**src/rtl/lut6_cell.sv**
```systemverilog
module lut6_cell #(
  parameter int QIN = 4,
  localparam int QD = 1 << QIN,
  localparam int BW = QIN + 1
) (
  input  logic          clk,
  input  logic          rst_n,
  input  logic          cfg_we,
  input  logic [1:0]    cfg_addr,
  input  logic [QD-1:0] cfg_data,
  input  logic          mode_we,
  input  logic [3:0]    mode_in,
  input  logic [BW-1:0] a,
  input  logic [BW-1:0] b,
  input  logic          c0,
  output logic [3:0]    f,
  output logic          err
);
  logic [QD-1:0] q [4];
  logic [3:0]    mode_r;

  always_ff @(posedge clk or negedge rst_n) begin
    if (!rst_n) begin
      for (int i = 0; i < 4; i++) q[i] <= '0;
      mode_r <= '0;
    end else begin
      if (cfg_we) q[cfg_addr] <= cfg_data;
      if (mode_we) mode_r <= mode_in;
    end
  end

  logic          a_wide, b_wide, mux_on, xor_on;
  logic [1:0]    sp;
  logic [2*QD-1:0] half_a, half_b;
  logic          fa_hi, fa_lo, fb_hi, fb_lo;

  assign a_wide = mode_r[1];
  assign b_wide = mode_r[0];
  assign sp     = mode_r[3:2];
  assign half_a = {q[3], q[2]};
  assign half_b = {q[1], q[0]};

  assign fa_hi = a_wide ? half_a[a] : q[3][a[BW-1:1]];
  assign fa_lo = a_wide ? 1'b0      : q[2][a[QIN-1:0]];
  assign fb_hi = b_wide ? 1'b0      : q[1][b[BW-1:1]];
  assign fb_lo = b_wide ? half_b[b] : q[0][b[QIN-1:0]];

  assign mux_on = (sp == 2'd1) && a_wide && b_wide;
  assign xor_on = (sp == 2'd2) && a_wide && b_wide;
  assign err    = (sp == 2'd3) || ((sp != 2'd0) && !(a_wide && b_wide));

  assign f[3] = fa_hi;
  assign f[0] = fb_lo;
  assign f[1] = mux_on ? (c0 ? fa_hi : fb_lo) :
                xor_on ? (fa_hi ^ fb_lo ^ c0) : fb_hi;
  assign f[2] = (mux_on || xor_on) ? ~(fa_hi & fb_lo & c0) : fa_lo;


  cfg_hold_chk: assert property (@(posedge clk) disable iff (!rst_n)
    (!cfg_we && !mode_we) |=> (!$stable({a, b, c0}) || $stable(f)));


  mux_pass_chk: assert property (@(posedge clk) disable iff (!rst_n)
    mux_on |-> (f[1] == (c0 ? f[3] : f[0])));


  xor_parity_chk: assert property (@(posedge clk) disable iff (!rst_n)
    xor_on |-> (^{f[1], f[3], f[0], c0} == 1'b0));


  nand_low_chk: assert property (@(posedge clk) disable iff (!rst_n)
    ((mux_on || xor_on) && !f[2]) |-> (f[3] && f[0] && c0));


  err_cause_chk: assert property (@(posedge clk) disable iff (!rst_n)
    err |-> (!(mux_on || xor_on) && (mode_r[3:2] != 2'd0)));
endmodule

```
**config.mk**
```make
export PLATFORM = sky130hd
export DESIGN_NAME = lut6_cell
export DESIGN_NICKNAME = d
export VERILOG_FILES = /design/src/rtl/lut6_cell.sv
export SDC_FILE = /design/constraint.sdc
export NUM_CORES = 1
export LEC_CHECK = 0
export BUFFER_PORTS_ARGS = -buffer_cell sky130_fd_sc_hd__buf_2
export CORE_AREA = 3 3 76 106
export CTS_BUF_LIST = sky130_fd_sc_hd__clkbuf_16
export CTS_CLUSTER_DIAMETER = 40
export DETAILED_ROUTE_END_ITERATION = 12
export DIE_AREA = 0 0 79 109
export GPL_ROUTABILITY_DRIVEN = 0
export PLACE_DENSITY = 0.68
export SLEW_MARGIN = 20
export SYNTH_ARGS = -nofsm -noshare
export SYNTH_HDL_FRONTEND = slang
export SYNTH_SLANG_ARGS = --single-unit
```
**constraint.sdc**
```tcl
create_clock -name clk -period 6.93 [get_ports clk]
set_input_delay 2.079 -clock clk [delete_from_list [all_inputs] [get_ports clk]]
set_output_delay 2.079 -clock clk [all_outputs]
set_load 0.05 [all_outputs]
```
==> impl_metrics.ini <==
[clock_tree]
cts_hold_buffers = 0
cts_resized = 0
cts_buffers = 9
cts_tree = yes
root_buffer = clkbuf_16
clock_sinks = 68
insertion_delay_ps = 320
cts_buffer_depth = 2
cts_setup_buffers = 0
clk_pin_slew_ps = 50
ctsHtreeMaxLevel = 3

[synthesis]
syn_inst = 239
syn_area_sq_mm = 0.003538
yosys_most_used_dff = dfrtp_1
ys_warn_count = 0
synth_area_leader_cell = dfrtp_1
synth_nets = 277
ys_ff_latch = 68
syn_avg_cell_area_sq_um = 14.80
synth_top_area_frac = 0.4809
synth.area.top_cells = dfrtp_1, mux2_2, mux4_2, mux4_1, mux2i_1
synth_seq_area_share = 0.4809
ys_types = 42
synthArstFlopShare = 1.000
synth_edf_count = 0

[route]
ant_nets = 0
vias = 2124
route.detailed.drc = 0
wl_per_cell_um = 18.70
drtIter0Drc = 101
via_per_inst = 5.664
dr.pass1.iters = 4
routed_wl_um = 7012

[global_route]
grt_max_degree = 69
grt_pass1_wl_um = 11590
met1_usage = 0.2358
antenna_found_initial = 0
grt_pass1_vias = 2223
grt_use_met2 = 0.2970
grt_use_total = 0.1804
overflow = 0
gr-usage-met3 = 0.04132
busiest_layer = met2

[timing]
fin_crit_sh = 0.9686
fin_crit_ps = 6713
fin_skew_ps = 0
relSlewSlack = 0.4044
finalHoldViolCount = 0
fin_ws_ps = 217.5
tns_ps = 0
tightest_slew_ps = 890.7
rsz0062_at_grt = no
finalSetupViolCount = 0
max_freq_mhz = 149.0
slew_viol_final = 0

[placed_design]
numPortBuffers = 41
dp_cells = 360
dp_slack_ps = 108.0
dpl_cell_area_sq_mm = 0.003775
dp_hpwl_um = 5060

[power]
p_seq_frac = 0.450
p_per_area_mw_per_mm2 = 286.2
finalPower_uw = 1154
clock_power_share = 0.336
p_int_uw = 843.0
peakVddDrop_mv = 0.1587
comb_power_share = 0.214
switching_share = 0.2693
p_leak_uw = 0.001749
switchingPower_uw = 310.7

[critical_path]
start_kind = input pin
reg2reg_depth = 1
end_kind = primary output
timing.rr.start = mode_r[1]
cp_max_fo = 14
arrival_ps = 4630
worstPathRequired_ps = 4850
rr_endpoint = mode_r[1]
r2r_setup_slack_ps = 6000
crit_type = input pin to primary output

[run_status]
status = finished clean

[worst_hold_path]
hold_path_startpoint = half_a[5]
min_path_type = flop to flop
hold_end = half_a[5]
worstHoldPathCells = 1

[layout]
syn_to_final_growth_pct = 13.93
nFillCells = 608
drive_gt1_frac = 0.5143
n_antenna_cell = 0
final_nets = 314
design_area_sq_mm = 0.004031
fin_cells = 375

[floorplanning]
rows = 36
initial_core_util = 0.4972
io_pins = 42
dieWidth_um = 79
dieHeight_um = 109
die_area_sq_mm = 0.008611
coreArea_sq_mm = 0.007117

[flow_run]
cap_viol_max_count = 0
[registers in the layout, summed over array words and instances (netlist names)]
signal and cells:
half_a 32, half_b 32, mode_r 4
[area by class of cell]
| type | count | area (sq um) | share of cell area |
|---|---|---|---|
| Multi-Input combinational cell | 151 | 1729 | 0.4289 |
| Sequential cell | 68 | 1702 | 0.4221 |
| Clock buffer | 9 | 225.2 | 0.05587 |
| Timing Repair Buffer | 43 | 220.2 | 0.05462 |
| Tap cell | 95 | 118.9 | 0.02948 |
| Clock inverter | 6 | 25.02 | 0.006207 |
| Inverter | 3 | 11.26 | 0.002793 |
[worst max-delay path by stage]
stage               start   end  slack, ps  depth (start not counted)
global route         a[1]  f[1]          9                         13
global placement     a[1]  f[1]        220                         13
finish               a[1]  f[1]        220                         13
CTS                  a[1]  f[1]        110                         13
detailed placement   a[1]  f[1]        110                         13
floorplan            a[0]  f[1]        460                          7
[layout by cell type (no fill, tap or decap), types with 3 or more instances in the layout]
| cell type | synthesis | final |
|---|---|---|
| inv_1 | 2 | 4 |
| clkbuf_16 | 0 | 9 |
| mux4_1 | 6 | 6 |
| nor3b_1 | 3 | 3 |
| clkinv_1 | 1 | 3 |
| mux2i_1 | 12 | 12 |
| nor2_1 | 6 | 6 |
| mux4_2 | 15 | 15 |
| mux2_2 | 70 | 70 |
| dfrtp_1 | 68 | 68 |
| buf_2 | 3 | 41 |
| nand2_1 | 3 | 3 |
| nand3_1 | 5 | 5 |
| a21oi_1 | 4 | 4 |
[per-stage QoR]
step | hold slack [ps] | utilization
6_report | 501.9 | 0.5665
5_1_grt | 515.0 | 0.5665
4_1_cts | 503.1 | 0.5656
3_5_place_dp | 490.6 | 0.5304
3_3_place_gp | 482.4 | 0.5304
2_1_floorplan | 471.2 | -
[synth_stat cells (2+ instances only)]
| cell | count |
|---|---|
| a21oi_1 | 4 |
| and3_1 | 2 |
| buf_2 | 3 |
| buf_4 | 2 |
| buf_6 | 2 |
| clkbuf_1 | 8 |
| dfrtp_1 | 68 |
| inv_1 | 2 |
| mux2_1 | 2 |
| mux2_2 | 70 |
| mux2i_1 | 12 |
| mux4_1 | 6 |
| mux4_2 | 15 |
| nand2_1 | 3 |
| nand3_1 | 5 |
| nand3b_1 | 2 |
| nor2_1 | 6 |
| nor3b_1 | 3 |
[per-layer routing]
layer	wire length, um	share of wire
met1	3029	0.43
met2	3557	0.51
met3	278	0.040
met4	148	0.021
met5	0	0
[cells by family (layout without fill, tap and decap cells)]
| logic type | after synthesis | after routing | share of synthesized area |
|---|---|---|---|
| mux | 105 | 105 | 0.4031 |
| flops | 68 | 68 | 0.4809 |
| simple gates | 28 | 28 | 0.04562 |
| buf+inv | 20 | 61 | 0.03217 |
| compound gates | 15 | 15 | 0.02971 |
| xor+xnor | 2 | 2 | 0.004951 |
| fa+ha+maj | 1 | 1 | 0.003536 |
[power by group through the flow]
stage          registers, uW  logic [uW]  clock network, uW
4_1_cts                  520         249                394
2_1_floorplan            505         201                  0
3_3_place_gp             523         242                  0
6_report                 519         247                388
3_5_place_dp             526         248                  0
5_1_grt                  530         270                408
[worst max-delay path, cell delays in order]
cell     delay, ps
buf_2          290
mux4_2         540
mux2_2         280
nor3b_1        190
a41o_1         170
nor2_1          60
ha_1           310
xor2_1         130
nand3_1        100
o21ai_2         80
a21oi_2         40
o31ai_1         60
buf_2          290
(Power assumes the default switching activity.)
